File: config.mk
export PLATFORM = sky130hd
export DESIGN_NAME = wdog_top
export DESIGN_NICKNAME = d
export VERILOG_FILES = /design/src/rtl/wdog_pkg.sv /design/src/rtl/wdog_datapath.sv /design/src/rtl/wdog_ctrl.sv /design/src/rtl/wdog_top.sv
export SDC_FILE = /design/constraint.sdc
export NUM_CORES = 1
export LEC_CHECK = 0
export ABC_AREA = 1
export CAP_MARGIN = 5
export CORE_MARGIN = 4
export CORE_UTILIZATION = 56
export DETAILED_ROUTE_END_ITERATION = 8
export GPL_TIMING_DRIVEN = 0
export PLACE_DENSITY_LB_ADDON = 0.08
export SLEW_MARGIN = 10
export SYNTH_ARGS = -nofsm -noshare
export SYNTH_HDL_FRONTEND = slang
export SYNTH_HIERARCHICAL = 1
export SYNTH_SLANG_ARGS = --single-unit
File: constraint.sdc
create_clock -name clk -period 4.9 [get_ports clk]
set_clock_uncertainty 0.1 [all_clocks]
set_input_delay 0.98 -clock clk [delete_from_list [all_inputs] [get_ports clk]]
set_output_delay 0.98 -clock clk [all_outputs]
set_load 0.1 [all_outputs]
File: src/rtl/wdog_pkg.sv
package wdog_pkg;
  localparam logic [1:0] ADDR_CTRL = 2'd0;
  localparam logic [1:0] ADDR_MODE = 2'd1;
  localparam logic [1:0] ADDR_STAT = 2'd2;

  // strobes from control to the counter datapath
  typedef struct packed {
    logic load;  // load counter with loadVal
    logic dec;   // decrement counter by one
  } dpStrobe_t;
endpackage

File: src/rtl/wdog_datapath.sv
module wdog_datapath
  import wdog_pkg::*;
#(
  parameter int CNT_W   = 16,
  parameter int FIELD_W = 12,
  parameter logic [FIELD_W-1:0] RST_RELOAD = 12'hFFF
) (
  input  logic               clk,
  input  logic               rstN,
  input  dpStrobe_t          strobe,
  input  logic [CNT_W-1:0]   loadVal,
  input  logic [FIELD_W-1:0] windowVal,
  output logic [CNT_W-1:0]   cnt,
  output logic               atZero,
  output logic               atOne,
  output logic               inWindow
);
  localparam logic [CNT_W-1:0] CNT_ONE = CNT_W'(1);

  always_ff @(posedge clk) begin
    if (!rstN) begin
      cnt <= CNT_W'(RST_RELOAD);
    end else if (strobe.load) begin
      cnt <= loadVal;
    end else if (strobe.dec) begin
      cnt <= cnt - CNT_ONE;
    end
  end

  always_comb begin
    atZero   = (cnt == '0);
    atOne    = (cnt == CNT_ONE);
    inWindow = (cnt <= CNT_W'(windowVal));
  end
endmodule

File: src/rtl/wdog_ctrl.sv
module wdog_ctrl
  import wdog_pkg::*;
#(
  parameter int CNT_W   = 16,
  parameter int FIELD_W = 12,
  parameter int DATA_W  = 32,
  parameter int KEY_W   = 8,
  parameter logic [KEY_W-1:0]   KEY        = 8'hA5,
  parameter logic [FIELD_W-1:0] RST_RELOAD = 12'hFFF,
  parameter logic [FIELD_W-1:0] RST_WINDOW = 12'hFFF
) (
  input  logic               clk,
  input  logic               rstN,
  input  logic               tick,
  input  logic               wrEn,
  input  logic               rdEn,
  input  logic [1:0]         addr,
  input  logic [DATA_W-1:0]  wrData,
  input  logic [CNT_W-1:0]   cnt,
  input  logic               atZero,
  input  logic               atOne,
  input  logic               inWindow,
  output dpStrobe_t          strobe,
  output logic [CNT_W-1:0]   loadVal,
  output logic [FIELD_W-1:0] reloadVal,
  output logic [FIELD_W-1:0] windowVal,
  output logic               uflowFaultEn,
  output logic               errFaultEn,
  output logic               modeLocked,
  output logic               uflowFlag,
  output logic               errFlag,
  output logic [DATA_W-1:0]  rdData
);
  localparam int WIN_LO    = FIELD_W;
  localparam int UF_EN_BIT = 2 * FIELD_W;
  localparam int ER_EN_BIT = 2 * FIELD_W + 1;
  localparam int MODE_PAD  = DATA_W - 2 * FIELD_W - 2;
  localparam int STAT_PAD  = DATA_W - CNT_W - 2;

  logic keyOk, restartReq, restartOk, restartBad, modeWr, statRead, setUflow;

  always_comb begin
    keyOk      = (wrData[DATA_W-1 -: KEY_W] == KEY);
    restartReq = wrEn && (addr == ADDR_CTRL) && keyOk && wrData[0];
    restartOk  = restartReq && inWindow;
    restartBad = restartReq && !inWindow;
    modeWr     = wrEn && (addr == ADDR_MODE) && !modeLocked;
    statRead   = rdEn && (addr == ADDR_STAT);

    strobe.load = restartOk || modeWr;
    strobe.dec  = tick && !atZero && !strobe.load;
    setUflow    = strobe.dec && atOne;
    loadVal     = modeWr ? CNT_W'(wrData[FIELD_W-1:0]) : CNT_W'(reloadVal);
  end

  // write-once mode register
  always_ff @(posedge clk) begin
    if (!rstN) begin
      reloadVal    <= RST_RELOAD;
      windowVal    <= RST_WINDOW;
      uflowFaultEn <= 1'b1;
      errFaultEn   <= 1'b0;
      modeLocked   <= 1'b0;
    end else if (modeWr) begin
      reloadVal    <= wrData[FIELD_W-1:0];
      windowVal    <= wrData[WIN_LO +: FIELD_W];
      uflowFaultEn <= wrData[UF_EN_BIT];
      errFaultEn   <= wrData[ER_EN_BIT];
      modeLocked   <= 1'b1;
    end
  end

  // event flags: a set in the same cycle as a clearing read wins
  always_ff @(posedge clk) begin
    if (!rstN) begin
      uflowFlag <= 1'b0;
      errFlag   <= 1'b0;
    end else begin
      if (setUflow)      uflowFlag <= 1'b1;
      else if (statRead) uflowFlag <= 1'b0;
      if (restartBad)    errFlag <= 1'b1;
      else if (statRead) errFlag <= 1'b0;
    end
  end

  // registered read port
  always_ff @(posedge clk) begin
    if (!rstN) begin
      rdData <= '0;
    end else if (rdEn) begin
      case (addr)
        ADDR_MODE: rdData <= {{MODE_PAD{1'b0}}, errFaultEn, uflowFaultEn, windowVal, reloadVal};
        ADDR_STAT: rdData <= {cnt, {STAT_PAD{1'b0}}, errFlag, uflowFlag};
        default:   rdData <= '0;
      endcase
    end
  end
endmodule

File: src/rtl/wdog_top.sv
module wdog_top
  import wdog_pkg::*;
#(
  parameter int CNT_W   = 16,
  parameter int FIELD_W = 12,
  parameter int DATA_W  = 32,
  parameter int KEY_W   = 8,
  parameter logic [KEY_W-1:0]   KEY        = 8'hA5,
  parameter logic [FIELD_W-1:0] RST_RELOAD = 12'hFFF,
  parameter logic [FIELD_W-1:0] RST_WINDOW = 12'hFFF
) (
  input  logic              clk,
  input  logic              rstN,
  input  logic              tick,
  input  logic              wrEn,
  input  logic              rdEn,
  input  logic [1:0]        addr,
  input  logic [DATA_W-1:0] wrData,
  output logic [DATA_W-1:0] rdData,
  output logic              errOut,
  output logic              faultOut
);
  dpStrobe_t          strobe;
  logic [CNT_W-1:0]   cntVal, loadVal;
  logic [FIELD_W-1:0] reloadVal, windowVal;
  logic atZero, atOne, inWindow;
  logic uflowFaultEn, errFaultEn, modeLocked, uflowFlag, errFlag;

  wdog_ctrl #(
    .CNT_W(CNT_W), .FIELD_W(FIELD_W), .DATA_W(DATA_W), .KEY_W(KEY_W),
    .KEY(KEY), .RST_RELOAD(RST_RELOAD), .RST_WINDOW(RST_WINDOW)
  ) u_ctrl (
    .clk(clk), .rstN(rstN), .tick(tick), .wrEn(wrEn), .rdEn(rdEn),
    .addr(addr), .wrData(wrData), .cnt(cntVal), .atZero(atZero),
    .atOne(atOne), .inWindow(inWindow), .strobe(strobe), .loadVal(loadVal),
    .reloadVal(reloadVal), .windowVal(windowVal), .uflowFaultEn(uflowFaultEn),
    .errFaultEn(errFaultEn), .modeLocked(modeLocked), .uflowFlag(uflowFlag),
    .errFlag(errFlag), .rdData(rdData)
  );

  wdog_datapath #(
    .CNT_W(CNT_W), .FIELD_W(FIELD_W), .RST_RELOAD(RST_RELOAD)
  ) u_dp (
    .clk(clk), .rstN(rstN), .strobe(strobe), .loadVal(loadVal),
    .windowVal(windowVal), .cnt(cntVal), .atZero(atZero), .atOne(atOne),
    .inWindow(inWindow)
  );

  always_comb begin
    errOut   = errFlag;
    faultOut = (uflowFlag && uflowFaultEn) || (errFlag && errFaultEn);
  end
endmodule

==> impl_metrics.ini <==
[worst_setup_path]
crit_fanout = 10
path_cells = clkdlybuf4s50_1 > inv_1 > ha_1 > nand3_4 > buf_2 > nand2_1 > nor3_1 > inv_1 > nand2_2 > inv_2 > a221oi_1 > o21ai_1
rr_startpoint = u_dp/cnt[3]$_SDFFE_PN1P_
arrival_ns = 3.47
crit_path_end_kind = flip-flop
path_buf_inv = 5
path_delay_family = buffers and inverters
slowest_delay_ns = 0.48
worstSetupStartpoint = addr[1]
worstPathRequired_ns = 5.03
start_kind = primary input
crit_type = in -> reg
cpMaxStageDelayCell = clkdlybuf4s50_1
path_common_cell = inv_1

[timing]
whs_ns = 0.367
relSlewSlack_pct = 34.8
period_needed_ns = 3.34
fin_tns_setup_ns = 0
rsz0062_at_grt = no
period_share_pct = 68.2
setup_slack_ns = 1.56
worst_pin_slew_ns = 0.976
final_max_slew_viol_count = 0
setup_viol = 0
final_hold_viol_count = 0
max_freq_mhz = 299

[layout]
final_area_mm2 = 0.00492
final_layout_size_suffix_gt1_share_pct = 10.5
diodes = 0
synthToLayoutAreaGrowth_pct = 26.3
nNetsFinal = 652
seqCellArea_mm2 = 0.00154
fill_cells = 538
multi_input_area_mm2 = 0.00195

[yosys]
synth_seq_area_share_pct = 39.6
yosys.area.top_type = dfxtp_1
syn_area_mm2 = 0.00389
synth.most_common_cell = nand2_1
async_flop_share_pct = 0
ys_types = 40
synthTopCellsByArea = dfxtp_1 (40%), nand2_1 (12%), ha_1 (5.8%), a21oi_1 (5.1%), inv_1 (4.8%)
synthTopCellsByCount = nand2_1 (129), dfxtp_1 (77), inv_1 (50)
syn_avg_cell_area_um2 = 7.63
synth_enable_flop_cells = 0
synth_cells = 510
ys_seq_elements = 77
synth_top_area_share_pct = 39.6
ys_warn_count = 6
ys_dominant_reg_cell = dfxtp_1

[grt]
grt_pass1_vias = 3547
grt_pass1_wl_mm = 16.8
grtUsageMet1_pct = 32.3
use_met2_pct = 43.7
globalRouteOverflowTotal = 0
grt_max_degree = 14
grt_use_total_pct = 25.2
busiest_layer = met2
antenna_found_initial = 0
grtUsageMet3_pct = 3.73

[routing]
viasPerCell = 5.51
drt_iter0_drc = 294
vias = 3750
drc_errors = 0
firstDrtPassIters = 5
wire_per_inst_um = 15.1
detail-route-antenna-nets = 0
drt_wl_total_mm = 10.3

[status]
status = finished, final reports clean

[clock_tree]
cts_max_level = 3
cts_tree = built
cts_resized = 0
cts_buffers = 9
cts_root_buf = clkbuf_8
worstSkewPairLatency_ns = 0.35
path_clk_slew_ns = 0.08
hold_buffers = 0
cts_setup_buffers = 0
cts_sinks = 77
clk_path_buf_depth = 2

[run]
maxCapViolations = 0

[place]
dpl_cell_area_mm2 = 0.00471
portBuffers = 71
place_ws_ns = 1.23
gp_congestion = 0.909
hpwl_mm = 7.76

[floorplan]
die_x_um = 91.4
rows = 30
initial_core_util_pct = 57.6
die_y_um = 91.4
die_area_mm2 = 0.00835
ioPinCount = 73
coreArea_mm2 = 0.00676

[power]
p_leak_nw = 2.17
power_mw = 1.47
pwr_density_cell_mw_per_mm2 = 299
vdd_drop_max_mv = 0.230

[worst_hold_path]
hold_start = u_ctrl/rdData[30]$_SDFFE_PN0P_
hp-class = reg -> reg
==> routing by layer <==
metal | wire length [um] | up-vias
met5 | 0 | -
met4 | 150 | 0
met3 | 591 | 15
met2 | 5080 | 148
met1 | 4440 | 1752
li1 | - | 1835
==> worst paths after layout <==
| check | end | slack, ns | depth (start not counted) |
|---|---|---|---|
| setup reg to reg | u_dp/cnt[11]$_SDFFE_PN1P_ | 1.87 | 16 |
| hold / removal | u_ctrl/rdData[30]$_SDFFE_PN0P_ | 0.37 | 2 |
| setup / recovery | u_dp/cnt[11]$_SDFFE_PN1P_ | 1.56 | 12 |
| hold reg to reg | u_ctrl/rdData[30]$_SDFFE_PN0P_ | 0.37 | 2 |
==> placed cells by master, fill, tap and decap left out, types with 5 or more instances in the layout <==
cell	instances
a21oi_1	40
a22oi_1	17
a32oi_1	12
and2_1	9
buf_2	8
buf_4	8
clkbuf_1	7
clkbuf_8	10
clkdlybuf4s50_1	71
dfxtp_1	77
ha_1	18
inv_1	50
inv_2	5
nand2_1	129
nand2_2	5
nand3_1	32
nor2_1	35
nor2_4	5
==> per-stage QoR <==
| stage | util [%] | instances |
|---|---|---|
| 6_report | 72.8 | 680 |
| 5_1_grt | 72.8 | 680 |
| 4_1_cts | 72.8 | 680 |
| 3_5_place_dp | 69.8 | 664 |
| 3_3_place_gp | 69.8 | 664 |
| 2_1_floorplan | - | 513 |
==> tightest hold or removal path, delay by kind of cell, from the launching register on <==
kind             cells  cell delay (ns)
AO/OA/AOI/OAI        1             0.05
flip-flops           1             0.31
AND/OR/NAND/NOR      1             0.06
==> kinds of logic (layout without fill, tap and decap cells) <==
group                    count (synthesis)  in the layout  synth area share [%]
AND/OR/NAND/NOR                        233            233                  27.5
flip-flops                              77             77                  39.6
AO/OA/AOI/OAI                           91             91                  15.2
other                                    1              4                0.0963
adder cells (fa/ha/maj)                 18             18                  5.79
XOR/XNOR                                 6              6                  1.35
buffers and inverters                   84            171                  10.5
==> cell type report <==
cell class | instances | share of cell area, %
multi-input cells | 352 | 39.8
plain buffers | 28 | 4.02
clock buffers | 11 | 2.88
well taps | 80 | 2.04
repair buffers | 71 | 14.5
clock inverters | 5 | 1.22
inverters | 56 | 4.28
flip-flops and latches | 77 | 31.4
==> power breakdown <==
group	total [mW]	internal, mW	switching, mW
clock network	0.486	0.250	0.236
logic	0.293	0.109	0.184
registers	0.689	0.655	0.0335
==> state kept, by name (all words and copies together), names as in the netlist <==
name,cells
u_ctrl/modeLocked,1
u_ctrl/errFlag,1
u_ctrl/windowVal,12
u_dp/cnt,16
u_ctrl/rdData,32
u_ctrl/uflowFaultEn,1
u_ctrl/reloadVal,12
u_ctrl/errFaultEn,1
u_ctrl/uflowFlag,1
Note: power is estimated with default switching activity, not from simulation.
